===== src/rtl/net_resolver.sv =====
module net_resolver #(
  parameter int NDRV = 4
) (
  input  logic [4*NDRV-1:0] drv_i,
  output logic [3:0]        res_o
);
  localparam logic [3:0] V_U = 4'd0, V_X = 4'd1, V_0 = 4'd2, V_1 = 4'd3,
                         V_Z = 4'd4, V_W = 4'd5, V_L = 4'd6, V_H = 4'd7;

  function automatic logic [3:0] pair(input logic [3:0] a, input logic [3:0] b);
    logic [3:0] p, q;
    p = (a > V_H) ? V_X : a;
    q = (b > V_H) ? V_X : b;
    if (p == V_U || q == V_U)      pair = V_U;
    else if (p == V_X || q == V_X) pair = V_X;
    else if (p == V_Z)             pair = q;
    else if (q == V_Z)             pair = p;
    else if ((p == V_0 || p == V_1) && (q == V_0 || q == V_1))
                                   pair = (p == q) ? p : V_X;
    else if (p == V_0 || p == V_1) pair = p;
    else if (q == V_0 || q == V_1) pair = q;
    else                           pair = (p == q) ? p : V_W;
  endfunction

  logic [3:0] acc;
  always_comb begin
    acc = V_Z;
    for (int k = 0; k < NDRV; k++) acc = pair(acc, drv_i[4*k +: 4]);
  end
  assign res_o = acc;

  logic any_u, any_x, any_0, any_1, all_z;
  always_comb begin
    any_u = 1'b0; any_x = 1'b0; any_0 = 1'b0; any_1 = 1'b0; all_z = 1'b1;
    for (int k = 0; k < NDRV; k++) begin
      if (drv_i[4*k +: 4] == V_U) any_u = 1'b1;
      if (drv_i[4*k +: 4] == V_X || drv_i[4*k +: 4] > V_H) any_x = 1'b1;
      if (drv_i[4*k +: 4] == V_0) any_0 = 1'b1;
      if (drv_i[4*k +: 4] == V_1) any_1 = 1'b1;
      if (drv_i[4*k +: 4] != V_Z) all_z = 1'b0;
    end
  end

  always_comb begin
    a_r1_u_dominates: assert (!any_u || res_o == V_U);
    a_r2_x_class: assert (any_u || !any_x || res_o == V_X);
    a_r3_force_clash: assert (any_u || any_x || !(any_0 && any_1) || res_o == V_X);
    a_r6_all_z: assert (!all_z || res_o == V_Z);
    a_r8_legal_out: assert (res_o <= V_H);
  end
endmodule


===== config.mk =====
export PLATFORM = sky130hd
export DESIGN_NAME = net_resolver
export DESIGN_NICKNAME = d
export VERILOG_FILES = /design/src/rtl/net_resolver.sv
export SDC_FILE = /design/constraint.sdc
export NUM_CORES = 1
export LEC_CHECK = 0
export BUFFER_PORTS_ARGS = -buffer_cell sky130_fd_sc_hd__buf_2
export CORE_MARGIN = 3
export CORE_UTILIZATION = 49
export DETAILED_ROUTE_END_ITERATION = 6
export PLACE_DENSITY = 0.74
export SYNTH_ARGS = -nofsm -noshare
export SYNTH_HDL_FRONTEND = slang
export SYNTH_SLANG_ARGS = --single-unit

===== constraint.sdc =====
create_clock -name vclk -period 2.8
set_input_delay 0.14 -clock vclk [all_inputs]
set_output_delay 0.14 -clock vclk [all_outputs]
set_load 0.02 [all_outputs]

After elaboration in Yosys (flattened, before gate mapping)
Cells that the tools add are included.

word-level totals
  flip-flop bits (word level) = 0
  output and inout port bits = 4
  input bits = 16
  logic and storage cells = 93

operators by class
  $lt $le $gt $ge = 7
  reduce and logical (&&, ||, !) cells = 22
  mux-type cells = 36
  eq/ne operators = 28

operators with widths
  cell                                                                  number
  4-bit 2-to-1 mux                                                      36
  4-bit by 2-bit == test with 1-bit output, second input constant       12
  4-bit by 1-bit == test with 1-bit output, second input constant       7
  4-bit by 3-bit > comparator with 1-bit output, second input constant  7
  4-bit logical NOT                                                     7
  4-bit by 3-bit == test with 1-bit output, second input constant       6
  4-bit == test                                                         3
  1-bit logical OR                                                      12
  1-bit logical AND                                                     3

Depth between registers and ports, before layout
Gate-level depths: netlist (run 1).

  depth in word-level cells = 38
  mapped depth = 13
  gate-level depth less buffers = 11

Least setup slack after synthesis (run 1)
Ideal clock, no wire load.

  path type = in2out
  start = input drv_i[7]
  end = output res_o[0]
  cell stages on the path = 12
  path buffers = 2
  arrival time = 2899 ps
  setup slack = -239 ps
  data required time = 2660 ps
  path through = buf_6 > o21bai_4 > a22o_1 > o2111a_2 > or2_1 > buf_6 > a211o_1 > o41a_1 > or2_4 > a31oi_1 > a21oi_1 > nor3b_2

on the way
  word-level cells in the longest chain between the ends = 33
  elaborated cells between the ends (all ways) = 63
  classes of those cells = order compare: 3; eq/ne: 15; mux: 30; reduce/logical: 15

RTL lines
  what                                                                              line        text
  from (decl)                                                                       4           input logic [4*NDRV-1:0] drv_i,
  4-bit by 3-bit > comparator with 1-bit output                                     n/a
  4-bit 2-to-1 mux (*)                                                              13          q = (b > V_H) ? V_X : b;
  4-bit == test / 4-bit by 2-bit == test with 1-bit output (equally long branches)  n/a
  4-bit 2-to-1 mux / 1-bit logical OR (equally long branches)                       22, 18, 21
  4-bit 2-to-1 mux                                                                  21          else if (q == V_0 || q == V_1) pair = q;
  4-bit 2-to-1 mux                                                                  20          else if (p == V_0 || p == V_1) pair = p;
  4-bit 2-to-1 mux                                                                  18          else if ((p == V_0 || p == V_1) && (q == V_0 || q == V_1))
  4-bit 2-to-1 mux                                                                  17          else if (q == V_Z) pair = p;
  (+17 left out)                                                                    n/a
  4-bit 2-to-1 mux                                                                  22          else pair = (p == q) ? p : V_W;
  4-bit 2-to-1 mux                                                                  21
  4-bit 2-to-1 mux                                                                  20
  4-bit 2-to-1 mux                                                                  18
  4-bit 2-to-1 mux                                                                  17
  4-bit 2-to-1 mux                                                                  16          else if (p == V_Z) pair = q;
  4-bit 2-to-1 mux                                                                  15          else if (p == V_X || q == V_X) pair = V_X;
  4-bit 2-to-1 mux (*)                                                              14          if (p == V_U || q == V_U) pair = V_U;
  to (decl)                                                                         5           output logic [3:0] res_o

Every way passes the cells marked *; elsewhere a longest branch is shown, timed or not.

Worst setup path after layout (run 1)
  start = input drv_i[3]
  end = output res_o[0]

on the way
  word-level cells in the longest chain between the ends = 38
  elaborated cells between the ends (all ways) = 69
  classes of those cells = order compare: 4; eq/ne: 16; mux: 33; reduce/logical: 16

RTL lines
  what                                           line    text
  4-bit by 3-bit > comparator with 1-bit output  n/a
  4-bit 2-to-1 mux (*)                           13
  4-bit by 1-bit == test with 1-bit output       15
  4-bit 2-to-1 mux                               15
  4-bit 2-to-1 mux (*)                           14
  4-bit by 3-bit > comparator with 1-bit output  12      p = (a > V_H) ? V_X : a;
  4-bit 2-to-1 mux (*)                           12
  4-bit == test                                  19, 22
  (+22 left out)                                 n/a
  4-bit 2-to-1 mux                               22
  4-bit 2-to-1 mux                               21
  4-bit 2-to-1 mux                               20
  4-bit 2-to-1 mux                               18
  4-bit 2-to-1 mux                               17
  4-bit 2-to-1 mux                               16
  4-bit 2-to-1 mux                               15
  4-bit 2-to-1 mux (*)                           14

Marked as above.

==> results.py, run 1 <==
metrics = {
    "global_routing": {
        "grt-ovfl-total": 0,
        "grt_max_degree": 11,
        "grt_pass1_wl_um": 7650,
        "antenna_found_initial": 0,
        "grt_pass1_vias": 1633,
        "track_usage": 0.349,
    },
    "logic_synthesis": {
        "yosys_warnings": 0,
        "syn-cell-area_sq_um": 1120,
        "synth_cells": 164,
        "syn_nets": 180,
        "seq_area_frac_synth": 0,
        "avgSynthCellArea_sq_um": 6.85,
        "yosysUniqueCellTypes": 69,
    },
    "layout": {
        "design.seq.count": 0,
        "register_area_sq_um": 0,
        "antennaDiodeCount": 0,
        "clock_buffers": 0,
        "nNetsFinal": 242,
        "mostFrequentLayoutCell": "buf_4",
        "fin_util": 0.867,
        "layout_common_cells": "buf_4 (53), nor2_1 (22), buf_2 (11), a21oi_1 (10)",
        "final_layout_size_suffix_gt1_frac": 0.527,
        "syn2layout_area_growth_pct": 59.0,
    },
    "power": {
        "power_density_nw_per_um2": 172,
        "leakage_nw": 0.722,
        "irDropWorstVdd_uv": 124,
        "power.total_mw": 0.307,
    },
    "placement": {
        "gp_congestion": 0.986,
        "hpwl_um": 3150,
        "port_buffers": 19,
    },
    "floorplan": {
        "initial_core_util": 0.545,
        "io_pins": 20,
        "die_h_um": 53.9,
        "core_area_sq_um": 2060,
        "die_w_um": 53.9,
        "dieArea_sq_um": 2900,
        "std_cell_rows": 16,
    },
    "sta": {
        "rsz0062_at_grt": "yes",
        "slew_viol_final": 0,
        "setup_viol": 2,
        "fmax_mhz": 313,
        "worst_slack_ns": -0.391,
        "period_share": 1.14,
        "finalHoldViolations": 0,
        "fin_crit_ns": 3.19,
    },
    "critical_path": {
        "critPathMostFrequentCell": "buf_4",
        "slowest_stage": "o41a_1",
        "slowest_delay_ns": 0.40,
        "critPathBufInv": 4,
        "critPathLaunchType": "input port",
        "cp_max_fo": 9,
        "crit_family": "simple AND/OR/NAND/NOR gates",
        "critical_path_arrival_ns": 3.05,
        "cp.required_ns": 2.66,
        "crit_chain": "buf_6, buf_4, nor3b_4, buf_4, a2bb2oi_4, a21oi_4, or2_4, a211o_1, o41a_1, nor2_1, mux2i_1, a21oi_1, nor3b_2, buf_4",
        "crit_type": "input port to output port",
        "end_kind": "output port",
    },
    "drt": {
        "firstDrtPassIters": 5,
        "route.detailed.drc": 0,
        "viasPerCell": 7.21,
        "antenna_left": 0,
        "avgRoutedWirePerCell_um": 20.9,
        "vias": 1810,
        "wirelength_um": 5240,
        "drtIter0Drc": 233,
    },
    "job": {
        "maxCapViolCount": 0,
    },
    "clocking": {
        "hold_buffers": 0,
    },
    "run_status": {
        "status": "finished with violations",
        "violations": "negative setup slack",
    },
    "hold_path": {
        "hold_path.class": "input port to output port",
    },
}
==> path summary, 6_finish.rpt <==
check	start	end	slack [ns]	cells past startpoint
min	drv_i[14]	res_o[2]	0.70	4
max	drv_i[3]	res_o[0]	-0.39	14
==> layer usage <==
| layer | track usage | up-vias | wire (um) |
|---|---|---|---|
| met3 | 0.0443 | 47 | 655 |
| met5 | 0 | - | 0 |
| li1 | - | 769 | - |
| met2 | 0.581 | 193 | 2280 |
| met4 | 0.183 | 0 | 342 |
| met1 | 0.433 | 801 | 1960 |
==> worst min-delay path: cells and delay by family <==
kind          cells  cell delay (ns)
buf+inv           2             0.28
simple gates      2             0.14
==> cell families after synthesis <==
kind of cell    count (synthesis)  synth area share
xor+xnor                        2            0.0156
other cells                     1           0.00334
mux                             2            0.0178
buf+inv                        12            0.0868
simple gates                   81             0.415
compound gates                 66             0.461
==> cell usage after synthesis, types with 2 or more instances <==
library cell,n,area (sq um)
a211oi_1,2,15.0
a21o_1,2,15.0
a21oi_1,12,60.1
a21oi_2,2,17.5
a22o_1,3,26.3
a22oi_1,2,15.0
a31oi_1,2,12.5
and3_1,3,18.8
buf_4,2,15.0
buf_6,6,67.6
inv_1,3,11.3
mux2i_1,2,20.0
nand2_1,9,33.8
nand2b_1,3,18.8
nand3_1,9,45.0
nor2_1,24,90.1
nor3_1,8,40.0
nor4_1,2,12.5
o2111ai_1,2,17.5
o211ai_1,3,22.5
o21ai_0,8,40.0
o21bai_4,2,37.5
o221ai_1,2,17.5
or2_2,2,12.5
or2b_2,2,17.5
or3b_1,3,26.3
xnor2_1,2,17.5
==> layout make-up <==
class	count	area (sq um)
well taps	27	33.8
inverters	3	11.3
multi-input cells	152	1230
repair buffers	69	509
fillers	112	275
==> report_power, final <==
part / switching, mW / total, mW / leakage (nW) / internal (mW)
clock network: 0 / 0 / 0 / 0
registers: 0 / 0 / 0 / 0
logic: 0.166 / 0.307 / 0.722 / 0.141
total: 0.166 / 0.307 / 0.722 / 0.141
==> repair_timing <==
| item | in CTS | in global routing |
|---|---|---|
| gates resized for setup | 39 | 12 |
| setup endpoints to repair | 2 | 3 |
| endpoints found under the hold margin | 0 | 0 |
| cloned | 0 | 0 |
| pin swaps | 17 | 3 |
| setup buffers | 4 | 2 |
==> through the flow <==
stage          hold slack, ns  setup TNS, ns  cell area, sq um  cells  setup WS (ns)
2_1_floorplan           0.442         -0.140              1150    164        -0.0976
3_3_place_gp            0.682         -0.660              1520    245         -0.336
3_5_place_dp            0.695         -0.798              1520    245         -0.415
4_1_cts                 0.697         -0.302              1710    249         -0.161
5_1_grt                 0.756         -0.928              1790    251         -0.466
6_report                0.704         -0.763              1790    251         -0.391
No activity file was read; power rests on OpenSTA's default activity.
==> run 2: changes to the inputs <==
- SKIP_LAST_GASP: default -> 1
==> results.py, run 2 (synthesis gave the netlist of run 1 again) <==
metrics = {
    "run_status": {
        "status": "finished with violations",
        "violations": "negative setup slack",
    },
    "layout": {
        "syn2layout_area_growth_pct": 58.6,
        "layout_common_cells": "buf_4 (53), nor2_1 (22), buf_2 (11), a21oi_1 (10)",
        "nFillCells": 105,
        "design.seq.count": 0,
        "antennaDiodeCount": 0,
        "clock_buffers": 0,
        "finalInstanceArea_sq_um": 1780,
        "mostFrequentLayoutCell": "buf_4",
        "multiInputGateArea_sq_um": 1230,
        "final_layout_size_suffix_gt1_frac": 0.518,
        "register_area_sq_um": 0,
        "nNetsFinal": 242,
    },
    "sta": {
        "max_slew.worst_pin.slew_ns": 0.487,
        "fmax_mhz": 315,
        "setup_viol": 2,
        "finalHoldViolations": 0,
        "hold_ws_ns": 0.707,
        "rsz0062_at_grt": "yes",
        "period_share": 1.13,
        "slew_viol_final": 0,
        "relSlewSlack": 0.672,
        "fin_crit_ns": 3.17,
        "worst_slack_ns": -0.374,
    },
    "power": {
        "power_density_nw_per_um2": 173,
        "combPwrFrac": 1.000,
        "irDropWorstVdd_uv": 129,
        "p_switching_mw": 0.168,
        "intPower_mw": 0.140,
        "p_seq_frac": 0,
        "p_sw_frac": 0.545,
        "leakage_nw": 0.721,
        "clockPowerShare": 0,
    },
    "floorplan": {
        "std_cell_rows": 16,
        "initial_core_util": 0.545,
        "io_pins": 20,
        "dieArea_sq_um": 2900,
        "die_w_um": 53.9,
        "die_h_um": 53.9,
        "core_area_sq_um": 2060,
    },
    "global_routing": {
        "grt_pass1_vias": 1632,
        "grt_util_met2": 0.581,
        "antenna_found_initial": 0,
        "top_usage_layer": "met2",
        "track_usage": 0.349,
        "grtUsageMet1": 0.433,
        "grt_max_degree": 11,
        "grt_pass1_wl_um": 7650,
        "gr-usage-met3": 0.0443,
        "grt-ovfl-total": 0,
    },
    "hold_path": {
        "hold_path.class": "input port to output port",
    },
    "critical_path": {
        "cp.required_ns": 2.66,
        "critical_path_arrival_ns": 3.03,
        "end_kind": "output port",
        "cp_max_fo": 9,
        "crit_type": "input port to output port",
        "critPathLaunchType": "input port",
    },
    "clocking": {
        "hold_buffers": 0,
    },
    "placement": {
        "placed_area_sq_um": 1520,
        "port_buffers": 19,
        "gp_congestion": 0.986,
        "hpwl_um": 3150,
    },
    "drt": {
        "firstDrtPassIters": 5,
        "route.detailed.drc": 0,
        "avgRoutedWirePerCell_um": 21.1,
        "wirelength_um": 5300,
        "vias": 1810,
        "antenna_left": 0,
        "drtIter0Drc": 165,
        "viasPerCell": 7.21,
    },
    "job": {
        "maxCapViolCount": 0,
    },
}
[run 2: final timing paths]
path / from / end / slack [ns] / cells past startpoint
hold / removal: drv_i[14] / res_o[2] / 0.71 / 4
setup / recovery: drv_i[3] / res_o[0] / -0.37 / 16
[run 2: layout make-up]
class                           instances  share of cell area
Inverter                                3             0.00632
Multi-Input combinational cell        152               0.689
Tap cell                               27              0.0190
Timing Repair Buffer                   69               0.286
[run 2: timing repair]
item	4_1_cts	5_1_grt
gates resized for setup	39	10
endpoints found under the setup margin	2	3
pin swaps	17	3
setup buffers	4	2
endpoints found under the hold margin	0	0
[run 2: per-layer routing]
metal  part of all wire  wire [um]  up-vias
li1                   -          -      772
met2               0.44       2330      197
met3               0.14        720       45
met5                  0          0        -
met4              0.071        377        0
met1               0.35       1870      796
[run 2: worst max-delay path, cell delays in order]
cell and delay, ns:
buf_6 0.12, buf_4 0.14, nor3b_4 0.31, buf_4 0.19, a2bb2oi_4 0.15, a21oi_4 0.08, or2_4 0.28, buf_4 0.16
nand3_1 0.12, o311ai_4 0.12, o22a_2 0.27, nor2_1 0.28, mux2i_1 0.24, a21oi_1 0.11, nor3b_2 0.16, buf_4 0.16
[run 2: through the flow]
| step | TNS, ns | power (mW) | std cells | worst slack, ns | utilization |
|---|---|---|---|---|---|
| floorplan | -0.140 | 0.142 | 164 | -0.0976 | - |
| global placement | -0.660 | 0.224 | 245 | -0.336 | 0.735 |
| detailed placement | -0.798 | 0.233 | 245 | -0.415 | 0.735 |
| CTS | -0.302 | 0.269 | 249 | -0.161 | 0.831 |
| global route | -0.857 | 0.320 | 251 | -0.432 | 0.864 |
| finish | -0.718 | 0.307 | 251 | -0.374 | 0.864 |
[run 2: power groups by stage]
stage	logic, mW	registers [mW]	clock network, mW
4_1_cts	0.269	0	0
3_3_place_gp	0.224	0	0
6_report	0.307	0	0
5_1_grt	0.320	0	0
2_1_floorplan	0.142	0	0
3_5_place_dp	0.233	0	0
